--- config.mk ---
export PLATFORM = sky130hd
export DESIGN_NAME = wrr_arb
export DESIGN_NICKNAME = d
export VERILOG_FILES = /design/src/rtl/wrr_pkg.sv /design/src/rtl/wrr_first.sv /design/src/rtl/wrr_cfg.sv /design/src/rtl/wrr_arb.sv
export SDC_FILE = /design/constraint.sdc
export NUM_CORES = 1
export LEC_CHECK = 0
export BUFFER_PORTS_ARGS = -buffer_cell sky130_fd_sc_hd__buf_2
export CORE_MARGIN = 2
export CORE_UTILIZATION = 35
export DETAILED_ROUTE_END_ITERATION = 6
export GPL_ROUTABILITY_DRIVEN = 0
export PLACE_DENSITY = 0.53
export SYNTH_ARGS = -nofsm -noshare
export SYNTH_HDL_FRONTEND = slang
export SYNTH_SLANG_ARGS = --single-unit
--- constraint.sdc ---
create_clock -name clk_i -period 14 [get_ports clk_i]
set_clock_uncertainty 0.2 [all_clocks]
set_input_delay 2.1 -clock clk_i [delete_from_list [all_inputs] [get_ports clk_i]]
set_output_delay 2.1 -clock clk_i [all_outputs]
set_load 0.005 [all_outputs]
--- src/rtl/wrr_pkg.sv ---
package wrr_pkg;
  localparam int unsigned NR = 8;            // rounds per pass, = mask width
  localparam int unsigned RW = $clog2(NR);
  localparam int unsigned CW = 4;
  localparam logic [CW-1:0] STAT_CODE = 4'd9;

  function automatic logic [NR-1:0] code_mask(input logic [CW-1:0] c);
    case (c)
      4'd0:    return 8'h00;
      4'd1:    return 8'h01;
      4'd2:    return 8'h11;
      4'd3:    return 8'h49;
      4'd4:    return 8'h55;
      4'd5:    return 8'h57;
      4'd6:    return 8'h77;
      4'd7:    return 8'h7f;
      default: return 8'hff;               // 8, static and invalid codes
    endcase
  endfunction
endpackage

--- src/rtl/wrr_first.sv ---
module wrr_first #(
  parameter int unsigned N  = 8,
  parameter int unsigned QW = 3
) (
  input  logic [N-1:0]  req_i,
  output logic          fnd_o,
  output logic [QW-1:0] idx_o
);
  always_comb begin
    idx_o = '0;
    for (int i = N - 1; i >= 0; i--)
      if (req_i[i]) idx_o = QW'(i);
  end
  assign fnd_o = |req_i;
endmodule

--- src/rtl/wrr_cfg.sv ---
module wrr_cfg
  import wrr_pkg::*;
#(
  parameter int unsigned NQ = 8,
  parameter int unsigned QW = 3
) (
  input  logic                   clk_i,
  input  logic                   rst_ni,
  input  logic                   we_i,
  input  logic [QW-1:0]          idx_i,
  input  logic [CW-1:0]          code_i,
  input  logic                   tail_i,
  input  logic                   reload_i,
  output logic [NQ-1:0][NR-1:0]  live_o,
  output logic [NQ-1:0]          stat_o,
  output logic [NQ-1:0]          act_o,
  output logic                   err_o
);
  logic [NQ-1:0][CW-1:0] code_q;
  logic [NQ-1:0]         tail_q;
  logic [NQ-1:0][NR-1:0] live_q;

  always_ff @(posedge clk_i or negedge rst_ni) begin
    if (!rst_ni) begin
      code_q <= '0;
      tail_q <= '0;
      live_q <= '0;
    end else begin
      if (we_i && (int'(idx_i) < NQ)) begin
        code_q[idx_i] <= code_i;
        tail_q[idx_i] <= tail_i;
      end
      // live masks follow stored codes only at round boundaries / idle
      if (reload_i)
        for (int i = 0; i < NQ; i++) live_q[i] <= code_mask(code_q[i]);
    end
  end

  assign live_o = live_q;

  always_comb begin
    logic closed, wt_seen;
    closed  = 1'b0;
    wt_seen = 1'b0;
    err_o   = 1'b0;
    for (int i = 0; i < NQ; i++) begin
      stat_o[i] = (code_q[i] == STAT_CODE);
      act_o[i]  = !closed;
      closed    = closed | tail_q[i];
      if (act_o[i]) begin
        if (code_q[i] > STAT_CODE) err_o = 1'b1;
        if (stat_o[i] && wt_seen)  err_o = 1'b1;
        if (!stat_o[i])            wt_seen = 1'b1;
      end
    end
  end
endmodule

--- src/rtl/wrr_arb.sv ---
module wrr_arb
  import wrr_pkg::*;
#(
  parameter int unsigned NQ = 8,
  localparam int unsigned QW = $clog2(NQ)
) (
  input  logic          clk_i,
  input  logic          rst_ni,
  input  logic          cfg_we_i,
  input  logic [QW-1:0] cfg_idx_i,
  input  logic [CW-1:0] cfg_code_i,
  input  logic          cfg_tail_i,
  input  logic [NQ-1:0] ne_i,
  input  logic          accept_i,
  output logic [NQ-1:0] gnt_o,
  output logic [QW-1:0] gnt_idx_o,
  output logic          gnt_vld_o,
  output logic [RW-1:0] round_o,
  output logic          cfg_err_o
);
  localparam int unsigned SW = QW + 1;          // scan start 0..NQ
  localparam int unsigned KW = $clog2(NR + 1);  // round lookahead 0..NR

  logic [NQ-1:0][NR-1:0] live;
  logic [NQ-1:0]         stat, act, st_req, wt_base;
  logic                  reload, upd;
  logic                  vld_q;
  logic [QW-1:0]         idx_q;
  logic [RW-1:0]         round_q;
  logic [SW-1:0]         st_q;

  wrr_cfg #(.NQ(NQ), .QW(QW)) u_cfg (
    .clk_i   (clk_i),
    .rst_ni  (rst_ni),
    .we_i    (cfg_we_i),
    .idx_i   (cfg_idx_i),
    .code_i  (cfg_code_i),
    .tail_i  (cfg_tail_i),
    .reload_i(reload),
    .live_o  (live),
    .stat_o  (stat),
    .act_o   (act),
    .err_o   (cfg_err_o)
  );

  assign st_req  = ne_i & act & stat;
  assign wt_base = ne_i & act & ~stat;

  logic          st_fnd;
  logic [QW-1:0] st_idx;
  wrr_first #(.N(NQ), .QW(QW)) u_st (.req_i(st_req), .fnd_o(st_fnd), .idx_o(st_idx));

  // k = 0: rest of current round; k = 1..NR-1: later rounds; k = NR: same round again from 0
  logic [NR:0]   k_fnd;
  logic [QW-1:0] k_idx [NR+1];

  for (genvar k = 0; k <= NR; k++) begin : g_look
    logic [RW-1:0] rk;
    logic [NQ-1:0] elig;
    assign rk = round_q + RW'(k);
    always_comb
      for (int i = 0; i < NQ; i++)
        elig[i] = wt_base[i] & live[i][rk] & ((k != 0) || (SW'(i) >= st_q));
    wrr_first #(.N(NQ), .QW(QW)) u_pk (.req_i(elig), .fnd_o(k_fnd[k]), .idx_o(k_idx[k]));
  end

  logic          wt_any;
  logic [KW-1:0] ksel;
  logic [QW-1:0] wt_idx;
  always_comb begin
    wt_any = 1'b0;
    ksel   = '0;
    wt_idx = '0;
    for (int k = NR; k >= 0; k--)
      if (k_fnd[k]) begin
        wt_any = 1'b1;
        ksel   = KW'(k);
        wt_idx = k_idx[k];
      end
  end

  assign upd    = !vld_q || accept_i;
  assign reload = upd && !st_fnd && (!wt_any || (ksel != '0));

  always_ff @(posedge clk_i or negedge rst_ni) begin
    if (!rst_ni) begin
      vld_q   <= 1'b0;
      idx_q   <= '0;
      round_q <= '0;
      st_q    <= '0;
    end else if (upd) begin
      if (st_fnd) begin
        vld_q <= 1'b1;
        idx_q <= st_idx;
      end else if (wt_any) begin
        vld_q   <= 1'b1;
        idx_q   <= wt_idx;
        round_q <= round_q + ksel[RW-1:0];
        st_q    <= SW'(wt_idx) + SW'(1);
      end else begin
        vld_q <= 1'b0;
      end
    end
  end

  always_comb begin
    gnt_o = '0;
    if (vld_q) gnt_o[idx_q] = 1'b1;
  end
  assign gnt_idx_o = idx_q;
  assign gnt_vld_o = vld_q;
  assign round_o   = round_q;
endmodule

==> out/qor.txt <==
=================================================================================
Number of enable flip-flop cells after synthesis ...................            0
Register clock-pin slew on the reported worst setup and hold paths .      0.06 ns
Pin count of the biggest net entering global routing ...............           72
DRC ................................................................            4
Reg-to-reg setup timing slack ......................................      8.30 ns
Antenna diode count ................................................            0
Transition time at the pin with the least slew margin ..............      1.13 ns
Number of hold-slack violations in the final timing report .........            0
Clock latency on the worst-skew pair ...............................      0.42 ns
YS warnings ........................................................            0
Die width ..........................................................       167 um
Synthesized area divided by synthesized cell count .................     9.86 um2
Count of buffers inserted at the top-level ports ...................           35
Post-route minimum period ..........................................      5.70 ns
Endpoint of the worst setup timing path ............................ st_q[1]$_DFFE_PN0P_
Cts bufs inserted ..................................................           17
Reported leakage power .............................................      4.10 nW
Grt ovf ............................................................            0
Via count of the first global-routing pass .........................         7342
Critical Setup Path Class ..........................................   reg -> reg
Standard cell core area ............................................    26100 um2
GRT Total Usage ....................................................        19.8%
PD cells ...........................................................   302 nW/um2
Cells after Synth ..................................................          947
Post-Layout Cell Count .............................................         1299
Crit path launch type ..............................................         flop
Antenna violations before repair ...................................            1
Post-synth cell types ..............................................           82
Multi-input combinational cell area ................................     6160 um2
Setup crit start ................................................... round_o[1]$_DFFE_PN0P_
Flops & latches, synth .............................................          114
Worst Path Required ................................................     14.11 ns
Final setup TNS ....................................................         0 ns
Crit path DAT ......................................................      5.81 ns
Slew Limit Headroom ................................................        24.7%
Commonest non-fill, non-tap cells in the layout .................... 125 x sky130_fd_sc_hd__nand2_1, 112 x sky130_fd_sc_hd__dfrtp_1, 74 x sky130_fd_sc_hd__mux2_2
Worst-path fanout max ..............................................           56
Overall die height .................................................       167 um
Achievable clock frequency .........................................      176 MHz
Post-cts sizing count ..............................................            0
Most used DFF post-synth ........................................... sky130_fd_sc_hd__dfrtp_1
RSZ-0062 raised after global routing ...............................           no
Dpl cells ..........................................................         1267
Slew Viols, Final ..................................................            0
Area growth, synth to finish .......................................        11.4%
Post CTS Setup Buffer Count ........................................            0
Number of nets with antenna violations after routing ...............            0
Type of destination of the critical path ...........................         flop
Most common library cell in the layout ignoring fill and taps ...... sky130_fd_sc_hd__nand2_1
Violations in the final reports .................................... design-rule violations
Stages on the worst setup path .....................................           15
Number of buffers on the longest clock path ........................            2
WP buf/inv .........................................................            4
Max VDD drop .......................................................     0.114 mV
Number of top-level design ports ...................................           36
Cell depth of the worst flop-to-flop path ..........................           15
Type of the tightest min-delay check ...............................   reg -> reg
Wire length of the first global-routing pass .......................     43000 um
Post-DP HPWL .......................................................     20100 um
Clock root buffer master ........................................... sky130_fd_sc_hd__clkbuf_16
Sinks on Clock Net .................................................          114
DR pass1 iterations ................................................            7
Vias ...............................................................         7694
Initial standard-cell utilization of the core ......................        35.7%
Share of cells above drive strength 1 ..............................        27.0%
CTS HTree Levels ...................................................            4
Critical register-to-register path endpoint ........................ st_q[1]$_DFFE_PN0P_
Max-cap violations .................................................            0
Slowest cell on crit path .......................................... sky130_fd_sc_hd__mux4_2
R2r startpoint ..................................................... round_o[1]$_DFFE_PN0P_
Setup-violating endpoint count in the final report .................            0
Proportion of synthesized chip area in sequential cells ............        30.6%
CTS Hold Buffers Added .............................................            0
Total standard cell area after synthesis ...........................     9330 um2
Sequence of cells on the critical path ............................. buf_4 > inv_1 > ha_2 > buf_4 > mux4_2 > mux2_2 > and2_1 > or3_1 > or2_2 > or2_2 > a2111oi_0 > a211oi_1 > inv_1 > ha_1 > mux2_4
Post-DR wirelength/cell ............................................      20.9 um
Status ............................................................. finished with violations
Period utilization .................................................        40.7%
TritonCTS clock tree ...............................................         done
Synthesized netlist net count ......................................          972
DRT Wirelength .....................................................     27100 um
Post-detailed-route via-to-cell ratio ..............................         5.92
Violation count after the first detailed-routing iteration .........          658
Final net count ....................................................          976
Max incr delay on CP ...............................................      0.62 ns
Die ar. ............................................................    28000 um2
Register Area ......................................................     2860 um2
Filler cell count ..................................................         2600
Fraction of registers with async set/reset .........................         100%
Site Rows ..........................................................           59
Crit path max-delay family ......................................... buffers and inverters
=================================================================================
[synthesized netlist by cell type (5+ instances only)]
| cell | count | area (um2) |
|---|---|---|
| sky130_fd_sc_hd__a211o_1 | 6 | 52.6 |
| sky130_fd_sc_hd__a211oi_1 | 22 | 165 |
| sky130_fd_sc_hd__a21o_1 | 14 | 105 |
| sky130_fd_sc_hd__a21oi_1 | 65 | 325 |
| sky130_fd_sc_hd__and2_1 | 8 | 50.1 |
| sky130_fd_sc_hd__buf_1 | 10 | 37.5 |
| sky130_fd_sc_hd__buf_2 | 16 | 80.1 |
| sky130_fd_sc_hd__clkbuf_1 | 32 | 120 |
| sky130_fd_sc_hd__dfrtp_1 | 114 | 2850 |
| sky130_fd_sc_hd__inv_1 | 13 | 48.8 |
| sky130_fd_sc_hd__mux2_2 | 74 | 833 |
| sky130_fd_sc_hd__mux2i_1 | 26 | 260 |
| sky130_fd_sc_hd__mux4_2 | 68 | 1530 |
| sky130_fd_sc_hd__nand2_1 | 125 | 469 |
| sky130_fd_sc_hd__nand2b_1 | 18 | 113 |
| sky130_fd_sc_hd__nand3_1 | 9 | 45.0 |
| sky130_fd_sc_hd__nand3b_1 | 5 | 37.5 |
| sky130_fd_sc_hd__nand4_1 | 5 | 31.3 |
| sky130_fd_sc_hd__nand4b_1 | 5 | 43.8 |
| sky130_fd_sc_hd__nor2_1 | 54 | 203 |
| sky130_fd_sc_hd__nor2b_1 | 6 | 37.5 |
| sky130_fd_sc_hd__nor3_1 | 21 | 105 |
| sky130_fd_sc_hd__nor3b_1 | 12 | 90.1 |
| sky130_fd_sc_hd__nor4b_1 | 5 | 43.8 |
| sky130_fd_sc_hd__nor4bb_1 | 5 | 50.1 |
| sky130_fd_sc_hd__o211ai_1 | 7 | 52.6 |
| sky130_fd_sc_hd__o21ai_0 | 64 | 320 |
| sky130_fd_sc_hd__o22ai_1 | 5 | 31.3 |
| sky130_fd_sc_hd__o2bb2ai_1 | 8 | 70.1 |
| sky130_fd_sc_hd__o31ai_1 | 5 | 37.5 |
| sky130_fd_sc_hd__or2_2 | 13 | 81.3 |
[layer usage]
layer / track usage, % / routed length, um / up-vias
li1: - / - / 3641
met1: 29.2 / 13300 / 3839
met2: 30.3 / 12100 / 182
met3: 2.72 / 1200 / 32
met4: 5.97 / 479 / 0
met5: 0 / 0 / -
[cell type report]
cell class / instances / share of cell area, %
Sequential cell: 114 / 27.5
Timing Repair Buffer: 48 / 2.65
Multi-Input combinational cell: 756 / 59.3
Tap cell: 335 / 4.03
Clock buffer: 18 / 4.22
Clock inverter: 14 / 1.83
Inverter: 14 / 0.505
[metrics by stage]
step | hold slack (ns) | power (W) | util (%) | cell area (um2) | worst slack [ns]
2_1_floorplan | 0.291 | 0.00217 | - | 9330 | 8.24
3_3_place_gp | 0.310 | 0.00263 | 37.4 | 9770 | 8.11
3_5_place_dp | 0.319 | 0.00265 | 37.4 | 9770 | 8.06
4_1_cts | 0.334 | 0.00314 | 39.8 | 10400 | 8.32
5_1_grt | 0.349 | 0.00336 | 39.8 | 10400 | 8.00
6_report | 0.338 | 0.00314 | 39.8 | 10400 | 8.30
[worst reg2reg max path, stage by stage, from the launching register on]
cell and delay, ns:
sky130_fd_sc_hd__dfrtp_2 0.34, sky130_fd_sc_hd__buf_4 0.56, sky130_fd_sc_hd__inv_1 0.18, sky130_fd_sc_hd__ha_2 0.36, sky130_fd_sc_hd__buf_4 0.53, sky130_fd_sc_hd__mux4_2 0.66, sky130_fd_sc_hd__mux2_2 0.31, sky130_fd_sc_hd__and2_1 0.17
sky130_fd_sc_hd__or3_1 0.41, sky130_fd_sc_hd__or2_2 0.36, sky130_fd_sc_hd__or2_2 0.35, sky130_fd_sc_hd__a2111oi_0 0.41, sky130_fd_sc_hd__a211oi_1 0.20, sky130_fd_sc_hd__inv_1 0.10, sky130_fd_sc_hd__ha_1 0.23, sky130_fd_sc_hd__mux2_4 0.25
[sequential cells by signal, summed over array words and instances, names as in the netlist]
| name | cells |
|---|---|
| st_q | 4 |
| gnt_vld_o | 1 |
| u_cfg.tail_q | 7 |
| round_o | 3 |
| u_cfg.code_q | 32 |
| u_cfg.live_o | 64 |
| gnt_idx_o | 3 |
[logic make-up after synthesis]
family | Yosys count | share of synthesized area, %
fa+ha+maj | 5 | 0.751
buf+inv | 77 | 3.67
flops | 114 | 30.6
mux | 172 | 28.9
xor+xnor | 8 | 0.751
compound gates | 246 | 17.1
simple gates | 325 | 18.3
[how the worst min path moves through the flow]
stage                                      from                           to  slack (ns)  depth (start not counted)
floorplan           u_cfg.live_o[5]$_DFFE_PN0P_  u_cfg.live_o[5]$_DFFE_PN0P_        0.29                          2
global placement    u_cfg.tail_q[3]$_DFFE_PN0P_  u_cfg.tail_q[3]$_DFFE_PN0P_        0.31                          1
detailed placement  u_cfg.tail_q[3]$_DFFE_PN0P_  u_cfg.tail_q[3]$_DFFE_PN0P_        0.32                          1
CTS                 u_cfg.tail_q[3]$_DFFE_PN0P_  u_cfg.tail_q[3]$_DFFE_PN0P_        0.33                          1
global route        u_cfg.tail_q[3]$_DFFE_PN0P_  u_cfg.tail_q[3]$_DFFE_PN0P_        0.35                          1
finish              u_cfg.tail_q[5]$_DFFE_PN0P_  u_cfg.tail_q[5]$_DFFE_PN0P_        0.34                          1
[where the power goes]
part	internal (W)	total (W)	switching (W)
logic	0.000956	0.00196	0.00101
clock network	0.000291	0.000475	0.000184
registers	0.000468	0.000697	0.000230
No activity file was read; power rests on OpenSTA's default activity.
